==> src/rtl/dtx_pkg.sv <==
package dtx_pkg;

  localparam int unsigned FLT_N = 6;
  localparam int unsigned MMS_N = 6;
  localparam int unsigned MODE_KERNEL = 0;

  // one-hot fault code bit positions
  typedef enum int unsigned {
    FLT_ALIGN    = 0,
    FLT_PAGE     = 1,
    FLT_ACV      = 2,
    FLT_MISS_PTE = 3,
    FLT_MISS_NRM = 4,
    FLT_MCHK     = 5
  } flt_idx_e;

  // status word bit positions
  typedef enum int unsigned {
    MMS_WR    = 0,
    MMS_ACV   = 1,
    MMS_FONR  = 2,
    MMS_FONW  = 3,
    MMS_MISS  = 4,
    MMS_BADVA = 5
  } mms_idx_e;

  typedef struct packed {
    logic [FLT_N-1:0] fault;
    logic [MMS_N-1:0] stat;
  } dtx_verdict_t;

endpackage

==> src/rtl/dtx_perm_check.sv <==
module dtx_perm_check
  import dtx_pkg::*;
#(
  parameter int unsigned NMODE  = 4,
  localparam int unsigned MODE_W = $clog2(NMODE)
) (
  input  logic              is_store,
  input  logic [MODE_W-1:0] eff_mode,
  input  logic [NMODE-1:0]  rd_en,
  input  logic [NMODE-1:0]  wr_en,
  input  logic              fo_rd,
  input  logic              fo_wr,
  output logic              perm_deny,
  output logic              fo_trip,
  output dtx_verdict_t      verdict
);

  logic [NMODE-1:0] sel_en;
  logic             sel_fo;
  logic             mode_bit;

  // per-mode enable pick, one lane per mode
  logic [NMODE-1:0] lane_hit;
  for (genvar g = 0; g < NMODE; g++) begin : g_lane
    assign lane_hit[g] = (eff_mode == MODE_W'(g)) && sel_en[g];
  end

  always_comb begin
    sel_en   = is_store ? wr_en : rd_en;
    sel_fo   = is_store ? fo_wr : fo_rd;
    mode_bit = |lane_hit;
    perm_deny = !mode_bit;
    fo_trip   = mode_bit && sel_fo;
  end

  always_comb begin
    verdict = '0;
    if (perm_deny) begin
      verdict.fault[is_store ? FLT_PAGE : FLT_ACV] = 1'b1;
      verdict.stat[MMS_ACV]  = 1'b1;
      verdict.stat[MMS_WR]   = is_store;
      verdict.stat[MMS_FONW] = is_store && fo_wr;
      verdict.stat[MMS_FONR] = !is_store && fo_rd;
    end else if (fo_trip) begin
      verdict.fault[FLT_PAGE] = 1'b1;
      verdict.stat[MMS_WR]    = is_store;
      verdict.stat[MMS_FONW]  = is_store;
      verdict.stat[MMS_FONR]  = !is_store;
    end
  end

endmodule

==> src/rtl/dtx_direct_map.sv <==
module dtx_direct_map #(
  parameter int unsigned VA_W   = 64,
  parameter int unsigned PA_W   = 44,
  parameter int unsigned SP_HI  = 47,
  parameter int unsigned SP_LO  = 41,
  parameter int unsigned SP_TAG = 'h7e,
  parameter int unsigned SX_BIT = 40
) (
  input  logic [VA_W-1:0] va,
  output logic            sp_hit,
  output logic [VA_W-1:0] sp_pa
);

  localparam int unsigned SP_W = SP_HI - SP_LO + 1;
  localparam logic [VA_W-1:0] IMPL_MASK = (VA_W'(1) << PA_W) - VA_W'(1);
  localparam logic [VA_W-1:0] SX_KEEP   = (VA_W'(1) << SX_BIT) - VA_W'(1);
  localparam logic [VA_W-1:0] SX_FILL   = IMPL_MASK & ~SX_KEEP;

  logic [VA_W-1:0] masked;

  always_comb begin
    sp_hit = (va[SP_HI:SP_LO] == SP_W'(SP_TAG));
    masked = va & IMPL_MASK;
    sp_pa  = masked[SX_BIT] ? (masked | SX_FILL) : (masked & SX_KEEP);
  end

endmodule

==> src/rtl/dtx_pa_finish.sv <==
module dtx_pa_finish #(
  parameter int unsigned VA_W      = 64,
  parameter int unsigned PA_W      = 44,
  parameter int unsigned UC_CLR_HI = 42,
  parameter int unsigned UC_CLR_LO = 35
) (
  input  logic [VA_W-1:0] pa_raw,
  output logic            mchk,
  output logic            uncached,
  output logic [VA_W-1:0] pa_out
);

  localparam int unsigned UC_BIT = PA_W - 1;
  localparam logic [VA_W-1:0] IMPL_MASK = (VA_W'(1) << PA_W) - VA_W'(1);
  localparam logic [VA_W-1:0] CLR_MASK  =
    ((VA_W'(1) << (UC_CLR_HI + 1)) - VA_W'(1)) & ~((VA_W'(1) << UC_CLR_LO) - VA_W'(1));

  always_comb begin
    mchk     = |(pa_raw & ~IMPL_MASK);
    uncached = !mchk && pa_raw[UC_BIT];
    pa_out   = uncached ? (pa_raw & ~CLR_MASK) : pa_raw;
  end

endmodule

==> src/rtl/dtx_xlate_check.sv <==
module dtx_xlate_check
  import dtx_pkg::*;
#(
  parameter int unsigned VA_W       = 64,
  parameter int unsigned VA_IMPL    = 43,
  parameter int unsigned PA_W       = 44,
  parameter int unsigned PAGE_SHIFT = 13,
  parameter int unsigned PPN_W      = 32,
  parameter int unsigned NMODE      = 4,
  parameter int unsigned SZ_W       = 2,
  localparam int unsigned MODE_W    = $clog2(NMODE),
  localparam int unsigned VPN_W     = VA_IMPL - PAGE_SHIFT
) (
  input  logic              clk,
  input  logic              rst_n,
  input  logic              req_valid,
  input  logic [VA_W-1:0]   req_vaddr,
  input  logic [SZ_W-1:0]   req_size_log2,
  input  logic              req_store,
  input  logic              req_phys,
  input  logic              req_alt,
  input  logic              req_pte_fetch,
  input  logic [MODE_W-1:0] cur_mode,
  input  logic              priv_code,
  input  logic [MODE_W-1:0] alt_mode,
  output logic [VPN_W-1:0]  lookup_vpn,
  input  logic              tlb_hit,
  input  logic [PPN_W-1:0]  tlb_ppn,
  input  logic [NMODE-1:0]  tlb_rd_en,
  input  logic [NMODE-1:0]  tlb_wr_en,
  input  logic              tlb_fo_rd,
  input  logic              tlb_fo_wr,
  output logic              resp_valid,
  output logic              resp_ok,
  output logic [VA_W-1:0]   resp_pa,
  output logic              resp_uncached,
  output logic [FLT_N-1:0]  resp_fault,
  output logic [MMS_N-1:0]  resp_status
);

  localparam int unsigned ALN_W     = (1 << SZ_W) - 1;
  localparam int unsigned UC_BIT    = PA_W - 1;
  localparam int unsigned UC_CLR_HI = PA_W - 2;
  localparam int unsigned UC_CLR_LO = PA_W - 9;

  // ---------------- arithmetic helpers ----------------
  function automatic logic f_misaligned(input logic [ALN_W-1:0] low,
                                        input logic [SZ_W-1:0]  sz);
    logic [ALN_W-1:0] span;
    span = (ALN_W'(1) << sz) - ALN_W'(1);
    return (low & span) != '0;
  endfunction

  function automatic logic f_va_canon(input logic [VA_W-1:0] va);
    logic [VA_W-VA_IMPL:0] hi;
    hi = va[VA_W-1:VA_IMPL-1];
    return (hi == '0) || (&hi);
  endfunction

  function automatic logic [VA_W-1:0] f_hit_pa(input logic [PPN_W-1:0] ppn,
                                               input logic [VA_W-1:0]  va);
    logic [VA_W-1:0] base;
    logic [VA_W-1:0] ofs;
    base = {{(VA_W-PPN_W){1'b0}}, ppn} << PAGE_SHIFT;
    ofs  = {{(VA_W-PAGE_SHIFT){1'b0}}, va[PAGE_SHIFT-1:0]};
    return base + ofs;
  endfunction

  function automatic logic [MODE_W-1:0] f_eff_mode(input logic              priv,
                                                   input logic              alt,
                                                   input logic [MODE_W-1:0] cur,
                                                   input logic [MODE_W-1:0] altm);
    if (!priv)    return cur;
    else if (alt) return altm;
    else          return MODE_W'(MODE_KERNEL);
  endfunction

  // ---------------- named internal events ----------------
  logic              ev_misalign;
  logic              ev_badva;
  logic              ev_sp;
  logic              ev_sp_deny;
  logic              ev_miss;
  logic              ev_perm_deny;
  logic              ev_fo_trip;
  logic              ev_mchk;
  logic              ev_uncached;
  logic [MODE_W-1:0] eff_mode;
  logic [VA_W-1:0]   sp_pa;
  logic [VA_W-1:0]   pa_raw;
  logic [VA_W-1:0]   pa_fin;
  dtx_verdict_t      perm_verdict;
  dtx_verdict_t      pre_verdict;
  dtx_verdict_t      fin_verdict;
  logic              use_perm;

  assign lookup_vpn = req_vaddr[VA_IMPL-1:PAGE_SHIFT];
  assign eff_mode   = f_eff_mode(priv_code, req_alt, cur_mode, alt_mode);

  dtx_direct_map #(
    .VA_W  (VA_W),
    .PA_W  (PA_W),
    .SP_HI (47),
    .SP_LO (41),
    .SP_TAG('h7e),
    .SX_BIT(40)
  ) u_direct_map (
    .va    (req_vaddr),
    .sp_hit(ev_sp),
    .sp_pa (sp_pa)
  );

  dtx_perm_check #(
    .NMODE(NMODE)
  ) u_perm_check (
    .is_store (req_store),
    .eff_mode (eff_mode),
    .rd_en    (tlb_rd_en),
    .wr_en    (tlb_wr_en),
    .fo_rd    (tlb_fo_rd),
    .fo_wr    (tlb_fo_wr),
    .perm_deny(ev_perm_deny),
    .fo_trip  (ev_fo_trip),
    .verdict  (perm_verdict)
  );

  // ---------------- priority chain ----------------
  always_comb begin
    pre_verdict = '0;
    pa_raw      = req_vaddr;
    use_perm    = 1'b0;
    ev_misalign = f_misaligned(req_vaddr[ALN_W-1:0], req_size_log2);
    ev_badva    = 1'b0;
    ev_sp_deny  = 1'b0;
    ev_miss     = 1'b0;
    if (ev_misalign) begin
      pre_verdict.fault[FLT_ALIGN] = 1'b1;
      pre_verdict.stat[MMS_WR]     = req_store;
    end else if (req_phys) begin
      pa_raw = req_vaddr;
    end else if (!f_va_canon(req_vaddr)) begin
      ev_badva = 1'b1;
      pre_verdict.fault[FLT_PAGE]  = 1'b1;
      pre_verdict.stat[MMS_BADVA]  = 1'b1;
      pre_verdict.stat[MMS_ACV]    = 1'b1;
      pre_verdict.stat[MMS_WR]     = req_store;
    end else if (ev_sp) begin
      if (cur_mode != MODE_W'(MODE_KERNEL)) begin
        ev_sp_deny = 1'b1;
        pre_verdict.fault[FLT_ACV] = 1'b1;
        pre_verdict.stat[MMS_ACV]  = 1'b1;
        pre_verdict.stat[MMS_WR]   = req_store;
      end else begin
        pa_raw = sp_pa;
      end
    end else if (!tlb_hit) begin
      ev_miss = 1'b1;
      pre_verdict.fault[req_pte_fetch ? FLT_MISS_PTE : FLT_MISS_NRM] = 1'b1;
      pre_verdict.stat[MMS_MISS] = 1'b1;
      pre_verdict.stat[MMS_WR]   = req_store;
    end else begin
      pa_raw   = f_hit_pa(tlb_ppn, req_vaddr);
      use_perm = 1'b1;
      pre_verdict = perm_verdict;
    end
  end

  dtx_pa_finish #(
    .VA_W     (VA_W),
    .PA_W     (PA_W),
    .UC_CLR_HI(UC_CLR_HI),
    .UC_CLR_LO(UC_CLR_LO)
  ) u_pa_finish (
    .pa_raw  (pa_raw),
    .mchk    (ev_mchk),
    .uncached(ev_uncached),
    .pa_out  (pa_fin)
  );

  always_comb begin
    fin_verdict = pre_verdict;
    if (pre_verdict.fault == '0 && ev_mchk) begin
      fin_verdict.fault[FLT_MCHK] = 1'b1;
      fin_verdict.stat            = '0;
    end
  end

  // ---------------- response register ----------------
  always_ff @(posedge clk or negedge rst_n) begin
    if (!rst_n) begin
      resp_valid    <= 1'b0;
      resp_ok       <= 1'b0;
      resp_pa       <= '0;
      resp_uncached <= 1'b0;
      resp_fault    <= '0;
      resp_status   <= '0;
    end else begin
      resp_valid <= req_valid;
      if (req_valid) begin
        resp_ok       <= (fin_verdict.fault == '0);
        resp_pa       <= pa_fin;
        resp_uncached <= ev_uncached && (fin_verdict.fault == '0);
        resp_fault    <= fin_verdict.fault;
        resp_status   <= fin_verdict.stat;
      end
    end
  end

  // ---------------- assertions ----------------
  AST_ALIGN_FIRST: assert property (@(posedge clk) disable iff (!rst_n)
    req_valid && ev_misalign |=> resp_fault == FLT_N'(1 << FLT_ALIGN));

  AST_PHYS_NO_XLATE: assert property (@(posedge clk) disable iff (!rst_n)
    req_valid && req_phys && !ev_misalign |=>
      !resp_fault[FLT_PAGE] && !resp_fault[FLT_ACV] &&
      !resp_fault[FLT_MISS_PTE] && !resp_fault[FLT_MISS_NRM]);

  AST_BADVA_STATUS: assert property (@(posedge clk) disable iff (!rst_n)
    resp_valid && resp_status[MMS_BADVA] |-> resp_fault[FLT_PAGE] && resp_status[MMS_ACV]);

  AST_SP_KERNEL_ONLY: assert property (@(posedge clk) disable iff (!rst_n)
    req_valid && ev_sp_deny |=> resp_fault[FLT_ACV] && !resp_status[MMS_MISS]);

  AST_MISS_STATUS: assert property (@(posedge clk) disable iff (!rst_n)
    resp_valid && (resp_fault[FLT_MISS_PTE] || resp_fault[FLT_MISS_NRM]) |-> resp_status[MMS_MISS]);

  AST_PERM_BEFORE_FO: assert property (@(posedge clk) disable iff (!rst_n)
    req_valid && use_perm && ev_perm_deny |=> resp_status[MMS_ACV]);

  AST_MCHK_STATUS: assert property (@(posedge clk) disable iff (!rst_n)
    resp_valid && resp_fault[FLT_MCHK] |-> resp_status == '0);

  AST_UC_CLEARED: assert property (@(posedge clk) disable iff (!rst_n)
    resp_valid && resp_uncached |-> resp_ok && resp_pa[UC_BIT] &&
      resp_pa[UC_CLR_HI:UC_CLR_LO] == '0);

  AST_FAULT_ONEHOT: assert property (@(posedge clk) disable iff (!rst_n)
    resp_valid |-> $onehot0(resp_fault) && (resp_ok == (resp_fault == '0)));

  AST_RESP_FOLLOWS_REQ: assert property (@(posedge clk) disable iff (!rst_n)
    req_valid |=> resp_valid);

endmodule

==> config.mk <==
export PLATFORM = sky130hd
export DESIGN_NAME = dtx_xlate_check
export DESIGN_NICKNAME = d
export VERILOG_FILES = /design/src/rtl/dtx_pkg.sv /design/src/rtl/dtx_perm_check.sv /design/src/rtl/dtx_direct_map.sv /design/src/rtl/dtx_pa_finish.sv /design/src/rtl/dtx_xlate_check.sv
export SDC_FILE = /design/constraint.sdc
export NUM_CORES = 1
export LEC_CHECK = 0
export BUFFER_PORTS_ARGS = -buffer_cell sky130_fd_sc_hd__clkbuf_2
export CORE_MARGIN = 8
export CORE_UTILIZATION = 35
export CTS_BUF_LIST = sky130_fd_sc_hd__clkbuf_2
export CTS_CLUSTER_SIZE = 24
export DETAILED_ROUTE_END_ITERATION = 10
export GPL_TIMING_DRIVEN = 0
export SETUP_SLACK_MARGIN = 0.15
export SYNTH_ARGS = -nofsm -noshare
export SYNTH_HDL_FRONTEND = slang
export SYNTH_HIERARCHICAL = 1
export SYNTH_SLANG_ARGS = --single-unit
==> constraint.sdc <==
create_clock -name clk -period 1.4 [get_ports clk]
set_input_delay 0.28 -clock clk [delete_from_list [all_inputs] [get_ports clk]]
set_output_delay 0.28 -clock clk [all_outputs]
set_load 0.005 [all_outputs]
==> results of run 1 <==
layer usage:
layer	global-route usage, %	vias to the layer above	part of all wire [%]
met3	4.69	20	7.5
li1	-	2569	-
met4	5.31	0	1.8
met5	0	-	0
met2	28.9	158	49
met1	20.5	2480	42
state kept, by name (all words and copies together), names as in the netlist:
signal,flops
resp_valid,1
resp_fault,6
resp_ok,1
resp_uncached,1
resp_status,6
resp_pa,64
stage by stage:
step	cell area (sq um)	setup WS, ps	TNS, ps	hold slack [ps]
2_1_floorplan	5870	-1800	-97230	-15.6
3_3_place_gp	7290	-2630	-204050	417
3_5_place_dp	7320	-2640	-132780	328
4_1_cts	7990	-1480	-71340	2.85
5_1_grt	8530	-1680	-80040	49.1
6_report	8530	-1610	-71690	79.6
power by group:
part | switching, mW | internal (mW)
logic | 0.667 | 0.980
clock network | 0.935 | 0.776
registers | 0.102 | 2.49
path summary, 6_finish.rpt:
kind / to / slack (ps) / start
min: resp_status[4] / 80 / tlb_hit
min in group asynchronous: resp_fault[4] / 180 / rst_n
max reg2reg: resp_pa[47] / 390 / resp_pa[47]
max: resp_uncached / -1610 / req_vaddr[44]
max in group asynchronous: resp_valid / 560 / rst_n
min reg2reg: resp_pa[23] / 530 / resp_pa[23]
critical path, stage by stage:
cell and delay [ps]:
clkbuf_2 130, nor4_2 280, nand4_1 130, or4_4 540
a211oi_4 250, buf_6 210, buf_12 130, mux2i_2 230
nor2_2 90, nor4_4 330, and3_4 240, buf_6 120
buf_12 120, and2_1 120, nand2_1 60, o32ai_2 240
cell type report:
class,instances,area [sq um]
Buffer,186,1480
Fill cell,1557,7750
Timing Repair Buffer,286,1740
Inverter,17,66.3
Tap cell,220,275
Clock buffer,9,45.0
Clock inverter,7,120
Sequential cell,79,1980
Multi-Input combinational cell,356,2830
repair_timing:
action	in CTS	in global routing
gates cloned	1	4
setup endpoints to repair	156	156
gates resized for setup	57	90
buffers inserted	31	17
pin swaps	6	25
hold buffers	3	0
endpoints found under the hold margin	37	0
==> reports/results.ini, run 1 <==
[place]
hpwlAfterDp_mm = 13.9
dp.cells = 1088
io_buffers = 229
gp_congestion = 0.827

[outcome]
violations = negative setup slack
status = complete, but fails checks

[hold_path]
holdCritPathClass = input pin to register
min_path_cells = 4

[detailed_routing]
ant_nets = 0
finalWirelength_mm = 18.7
firstDrtPassIters = 4
post_drt_wl_per_cell_um = 16.1
post_drt_via_cell_ratio = 4.51
drtIter0Drc = 163
vias = 5227
drc = 0

[global_routing]
antenna_found_initial = 0
gr-usage-all-layers_pct = 17.0
first_global_vias = 5137
grt_max_degree = 46
overflow = 0
grt_pass1_wl_mm = 27.3

[cells_and_area]
stdcell_count = 1160
drive_gt1_share_pct = 63.8
fin_util_pct = 52.4
layout_common_cells = 230 x clkbuf_2, 191 x buf_4, 79 x dfrtp_1, 74 x nand2_1, 54 x mux2_2
antennaDiodeCount = 0
nNetsFinal = 1056
synthToLayoutAreaGrowth_pct = 48.8
final_common_cell = clkbuf_2

[cts]
cts_root_buf = clkbuf_2
cts_sinks = 79
clk_latency_ps = 580
cts.clk_slew.worst_paths_ps = 270
cts_htree_levels = 3
cts_tree = done
max-clock-path-buffers = 2
cts-buffers-inserted = 9

[sta]
finalWorstSetupSlack_ps = -1610
tightest_slew_ps = 716
fin_crit_ps = 3010
skew_ps = 0
slew_viol_final = 0
post-route-period-util_pct = 215
final_hold_viol_count = 0
fmax_mhz = 332
rsz0062_at_grt = true
setup_viol = 125
slew_headroom_pct = 52.3

[setup_path]
cp.arrival_ps = 3530
crit_type = input pin to register
worstPathMaxFanout = 9
cp_data_required_time_ps = 1920
cp-start-kind = input pin
cp-end-kind = register
reg2reg_depth = 3

[synthesis]
yosysWarnings = 6
syn_area_sq_um = 5740
postSynthCellCount = 614
synth_area_per_cell_sq_um = 9.34

[flow_run]
maxCapViolations = 0

[floorplan]
rows = 47
die-area_sq_um = 20700
ios = 230
placeableCoreArea_sq_um = 16300
die_x_um = 144
start_util_pct = 35.2
die_h_um = 144

[pwr]
peakVddDrop_mv = 0.510
p_leak_nw = 4.37
power_density_nw_per_um2 = 697
p_total_mw = 5.95

Power figures use the tool's default switching activity.
==> run 2, diff against run 1 <==
- PLACE_DENSITY: default -> 0.66
- SYNTH_HIERARCHICAL: 1 -> default
==> reports/results.ini, run 2 <==
[synthesis]
synth_top_area_share_pct = 47.6
postSynthCellCount = 392  ; -36%
synthesis.nets = 513
yosysUniqueCellTypes = 57
syn_area_sq_um = 4160  ; -28%
async_flop_share_pct = 100
synth.most_common_cell = dfrtp_1
synth_common_cells = 79 x dfrtp_1, 35 x nand2_1, 30 x a21oi_1, 30 x buf_4
synth_enable_flop_cells = 0
yosysWarnings = 0  ; -6
synth_area_leaders = dfrtp_1 48%, mux2i_1 7.0%, o2bb2ai_1 6.1%
yosys_register_bits = 79
synth_area_per_cell_sq_um = 10.6  ; +14%
ys.flop_type = dfrtp_1
yosys.area.top_type = dfrtp_1
ys_seq_area_share_pct = 47.6

[setup_path]
worstPathMaxFanout = 7  ; -2
crit_type = input pin to register
cp.arrival_ps = 2270  ; -1260 ps
cp-start-kind = input pin
cp_data_required_time_ps = 1860  ; -60 ps
cp-end-kind = register

[detailed_routing]
firstDrtPassIters = 4  ; unchanged
finalWirelength_mm = 17.2  ; -7.7%
post_drt_wl_per_cell_um = 18.8  ; +17%
post_drt_via_cell_ratio = 5.08  ; +13%
vias = 4667  ; -11%
drtIter0Drc = 187  ; +15%
ant_nets = 0  ; unchanged
drc = 0  ; unchanged

[global_routing]
gr-usage-all-layers_pct = 19.3  ; +2.3 points
grt_max_degree = 47  ; +2.2%
overflow = 0  ; unchanged
first_global_vias = 4777  ; -7.0%
grt_pass1_wl_mm = 24.3  ; -11%
antenna_found_initial = 1  ; +1

[cts]
max-clock-path-buffers = 2  ; unchanged
cts-buffers-inserted = 9  ; unchanged
cts_htree_levels = 3  ; unchanged
cts_root_buf = clkbuf_2
cts_sinks = 79  ; unchanged
cts_tree = done
cts.clk_slew.worst_paths_ps = 220  ; -50 ps
clk_latency_ps = 530  ; -50 ps

[floorplan]
die_h_um = 125  ; -13%
placeableCoreArea_sq_um = 11800  ; -27%
rows = 40  ; -15%
start_util_pct = 35.2  ; about the same
ios = 230  ; unchanged
die-area_sq_um = 15600  ; -25%
die_x_um = 125  ; -13%

[outcome]
violations = negative setup slack
status = complete, but fails checks

[pwr]
power_density_nw_per_um2 = 736  ; +5.6%
p_total_mw = 5.45  ; -8.3%
peakVddDrop_mv = 0.686  ; +35%
p_leak_nw = 3.60  ; -18%

[cells_and_area]
multiInputGateArea_sq_um = 2270  ; -20%
synthToLayoutAreaGrowth_pct = 78.3
layout_common_cells = 232 x clkbuf_2, 90 x buf_4, 79 x dfrtp_1, 64 x dlygate4sd3_1, 33 x nand2_1
final_common_cell = clkbuf_2
nNetsFinal = 887  ; -16%
fillCellCount = 943  ; -39%
largest_reg_flops = 64  ; unchanged
drive_gt1_share_pct = 57.1  ; -6.8 points
regMostFlops = resp_pa
register_area_sq_um = 1980  ; unchanged
largestRegisters = resp_pa (64), resp_fault (6), resp_status (6)

[sta]
fin_crit_ps = 1810  ; -1200 ps
tightest_slew_ps = 981  ; +265 ps
rsz0062_at_grt = true
whs_ps = 56.9  ; -22.7 ps
finalWorstSetupSlack_ps = -413  ; +1200 ps
post-route-period-util_pct = 130  ; -86 points
skew_ps = 0  ; unchanged
fmax_mhz = 551  ; +66%
slew_viol_final = 0  ; unchanged
setup_viol = 73  ; -42%
slew_headroom_pct = 34.6  ; -18 points
final_hold_viol_count = 0  ; unchanged

[flow_run]
maxCapViolations = 0  ; unchanged

[place]
io_buffers = 228  ; -0.44%
gp_congestion = 0.949  ; +15%
hpwlAfterDp_mm = 11.7  ; -16%

[hold_path]
holdCritPathClass = input pin to register

-- run 2: cells by family (layout without fill, tap and decap cells) --
| group | count (synthesis) | count (layout) | synth area share (%) |
|---|---|---|---|
| AND/OR/NAND/NOR | 102 | 102 | 12.4 |
| multiplexers | 43 | 43 | 10.8 |
| AO/OA/AOI/OAI | 107 | 107 | 19.2 |
| other | 0 | 1 | 0 |
| flip-flops | 79 | 79 | 47.6 |
| buffers and inverters | 61 | 440 | 9.99 |
-- run 2: metal layers --
| layer | global-route usage (%) | vias up | share of wire, % |
|---|---|---|---|
| li1 | - | 2152 | - |
| met1 | 20.6 | 2300 | 37 |
| met2 | 34.8 | 182 | 54 |
| met3 | 6.59 | 33 | 6.8 |
| met4 | 6.81 | 0 | 2.7 |
| met5 | 0 | - | 0 |
-- run 2: power breakdown --
part           total, mW  switching [mW]  leakage [nW]  internal, mW
clock network       1.34           0.901        0.0790         0.440
registers           2.58           0.111         0.948          2.47
logic               1.53           0.691          2.57         0.838
-- run 2: worst max-delay path, cell delays in order --
cell and delay, ps:
buf_6 100, or4_4 560, nor4_4 250, and2_4 230, o221ai_4 140, a221oi_4 400, buf_12 170, inv_2 30
o2bb2ai_1 120
-- run 2: final timing paths --
check                                    from            end  slack, ps  cells after the start
worst max register to register  resp_fault[2]  resp_fault[2]        440                      3
max in group asynchronous               rst_n    resp_pa[38]        520                      3
worst min register to register  resp_fault[1]  resp_fault[1]        520                      1
worst min-delay path            req_vaddr[25]    resp_pa[25]         60                      3
worst max-delay path            req_vaddr[53]  resp_uncached       -410                      9
min in group asynchronous               rst_n    resp_pa[60]        230                      2
-- run 2: area by class of cell --
class	count	share of cell area (%)
Tap cell	147	2.48
Timing Repair Buffer	363	32.8
Sequential cell	79	26.7
Buffer	50	5.20
Clock inverter	7	1.05
Antenna cell	1	0.0338
Multi-Input combinational cell	252	30.6
Inverter	11	0.557
Clock buffer	9	0.608
-- run 2: through the flow --
step | cells | TNS [ps] | worst slack, ps | utilization (%) | instance area [sq um]
global route | 919 | -24490 | -418 | 62.8 | 7410
finish | 919 | -19730 | -413 | 62.8 | 7410
CTS | 866 | -14830 | -356 | 55.1 | 6510
floorplan | 392 | -36300 | -733 | - | 4190
global placement | 767 | -116280 | -1170 | 46.7 | 5510
detailed placement | 768 | -64250 | -1230 | 46.9 | 5540
-- run 2: what timing repair did --
action,in CTS,in global routing
resized for setup,14,78
endpoints found under the setup margin,142,142
hold buffers,51,13
pin swaps,6,31
gates cloned,0,2
hold endpoints to repair,77,7
buffers inserted,31,37
==> run 3, diff against run 2 <==
- MAX_ROUTING_LAYER: default -> met4
==> reports/results.ini, run 3 (synthesis results as in run 2) <==
[outcome]
status = complete, but fails checks
violations = negative setup slack

[cts]
cts_tree = done
cts-buffers-inserted = 9  ; unchanged
cts.clk_slew.worst_paths_ps = 220  ; about the same
clk_latency_ps = 520  ; about the same
cts_sinks = 79  ; unchanged
cts_root_buf = clkbuf_2
cts_htree_levels = 3  ; unchanged
max-clock-path-buffers = 2  ; unchanged

[pwr]
combPwrFrac_pct = 28.0  ; about the same
power_density_nw_per_um2 = 735  ; about the same
p_sw_share_pct = 31.2  ; -0.035 points
p_leak_nw = 3.60  ; unchanged
p_clk_share_pct = 24.6  ; about the same
p_total_mw = 5.45  ; about the same
p_seq_share_pct = 47.4  ; about the same
peakVddDrop_mv = 0.686  ; about the same
p_int_mw = 3.75  ; about the same
power.switching_mw = 1.70  ; -0.16%

[sta]
fin_crit_ps = 1820  ; +7.88 ps
skew_ps = 0  ; unchanged
finalWorstSetupSlack_ps = -421  ; -7.88 ps
setup_viol = 70  ; -4.1%
tightest_slew_ps = 973  ; -7.60 ps
slew_viol_final = 0  ; unchanged
fmax_mhz = 549  ; -0.43%
slew_headroom_pct = 35.1  ; +0.51 points
rsz0062_at_grt = true
final_hold_viol_count = 0  ; unchanged
whs_ps = 64.4  ; +7.54 ps
post-route-period-util_pct = 130  ; +0.56 points
fin_tns_setup_ps = -20240  ; -513 ps

[detailed_routing]
drc = 0  ; unchanged
drtIter0Drc = 234  ; +25%
top_layer = met4
met1_length_mm = 6.51  ; +2.0%
wl_met2_mm = 9.30  ; +0.86%
ant_nets = 0  ; unchanged
post_drt_wl_per_cell_um = 18.7  ; about the same
finalWirelength_mm = 17.2  ; about the same
firstDrtPassIters = 4  ; unchanged
wl_met3_mm = 1.02  ; -12%
post_drt_via_cell_ratio = 5.05  ; -0.47%
vias = 4645  ; -0.47%

[cells_and_area]
drive_gt1_share_pct = 57.1  ; unchanged
final_common_cell = clkbuf_2
layout_common_cells = 232 x clkbuf_2, 90 x buf_4, 79 x dfrtp_1, 64 x dlygate4sd3_1, 33 x nand2_1
synthToLayoutAreaGrowth_pct = 78.3  ; unchanged
regMostFlops = resp_pa
nNetsFinal = 887  ; unchanged
largest_reg_flops = 64  ; unchanged
largestRegisters = resp_pa (64), resp_fault (6), resp_status (6)
stdcell_area_sq_um = 7410  ; unchanged

[floorplan]
die-area_sq_um = 15600  ; unchanged
ios = 230  ; unchanged
die_h_um = 125  ; unchanged
start_util_pct = 35.2  ; unchanged
die_x_um = 125  ; unchanged
rows = 40  ; unchanged
placeableCoreArea_sq_um = 11800  ; unchanged

[setup_path]
cp-start-kind = input pin
worstPathMaxFanout = 7  ; unchanged
cp-end-kind = register
cp.arrival_ps = 2200  ; -70 ps
crit_type = input pin to register
cp_data_required_time_ps = 1780  ; -80 ps

[hold_path]
holdCritPathClass = input pin to register

[place]
place_area_sq_um = 5540  ; unchanged
hpwlAfterDp_mm = 11.7  ; unchanged
gp_congestion = 0.966  ; +1.8%
io_buffers = 228  ; unchanged

[global_routing]
antenna_found_initial = 1  ; unchanged
grt_pass1_wl_mm = 24.2  ; -0.17%
gr-usage-all-layers_pct = 19.8  ; +0.53 points
overflow = 0  ; unchanged
grt_max_degree = 47  ; unchanged
first_global_vias = 4795  ; +0.38%

[flow_run]
maxCapViolations = 0  ; unchanged

## run 3: cell counts in the layout (fill, tap and decap cells not counted)
Identical to the previous run, type by type.
## run 3: final timing paths
| kind | slack, ps | cells after the start | endpoint | startpoint |
|---|---|---|---|---|
| setup reg to reg | 440 | 3 | resp_fault[2] | resp_fault[2] |
| max in group asynchronous | 510 | 3 | resp_pa[40] | rst_n |
| min in group asynchronous | 240 | 2 | resp_pa[60] | rst_n |
| setup / recovery | -420 | 8 | resp_pa[38] | req_vaddr[53] |
| hold reg to reg | 520 | 1 | resp_fault[1] | resp_fault[1] |
| hold / removal | 60 | 3 | resp_pa[25] | req_vaddr[25] |
## run 3: routing by layer
layer  vias to the layer above  track usage, %
met5                         -               -
met4                         0            6.81
met3                        29            5.44
met2                       173            34.9
met1                      2289            21.2
li1                       2154               -
## run 3: power groups by stage
stage | clock network (mW) | logic, mW | registers [mW]
after global routing | 1.48 | 1.64 | 2.60
after CTS | 1.38 | 1.28 | 2.57
final | 1.34 | 1.53 | 2.58
after detailed placement | 0 | 1.07 | 2.61
after global placement | 0 | 1.04 | 2.61
after floorplan | 0 | 0.417 | 2.62
## run 3: worst max-delay path: stages
cell and delay (ps):
buf_6 100, or4_4 560, nor4_4 250, and2_4 230
o221ai_4 140, a221oi_4 400, buf_12 170, o31ai_1 80
## run 3: cell type report
type / count / area, sq um
fill: 943 / 4400
timing repair buffer: 363 / 2430
multi-input combinational: 252 / 2270
sequential: 79 / 1980
buffer: 50 / 385
tap: 147 / 184
clock inverter: 7 / 77.6
clock buffer: 9 / 45.0
inverter: 11 / 41.3
antenna: 1 / 2.50
## run 3: stage by stage
| stage | cells | setup slack (ps) | util (%) |
|---|---|---|---|
| floorplan | 392 | -733 | - |
| global placement | 767 | -1170 | 46.7 |
| detailed placement | 768 | -1230 | 46.9 |
| CTS | 866 | -356 | 55.1 |
| global route | 919 | -411 | 62.8 |
| finish | 919 | -421 | 62.8 |
## run 3: repair_timing
| action | 4_1_cts | 5_1_grt |
|---|---|---|
| endpoints found under the setup margin | 142 | 142 |
| resized for setup | 14 | 78 |
| hold buffers | 51 | 13 |
| hold endpoints to repair | 77 | 7 |
| pin swaps | 6 | 31 |
| cloned | 0 | 2 |
| setup buffers | 31 | 37 |
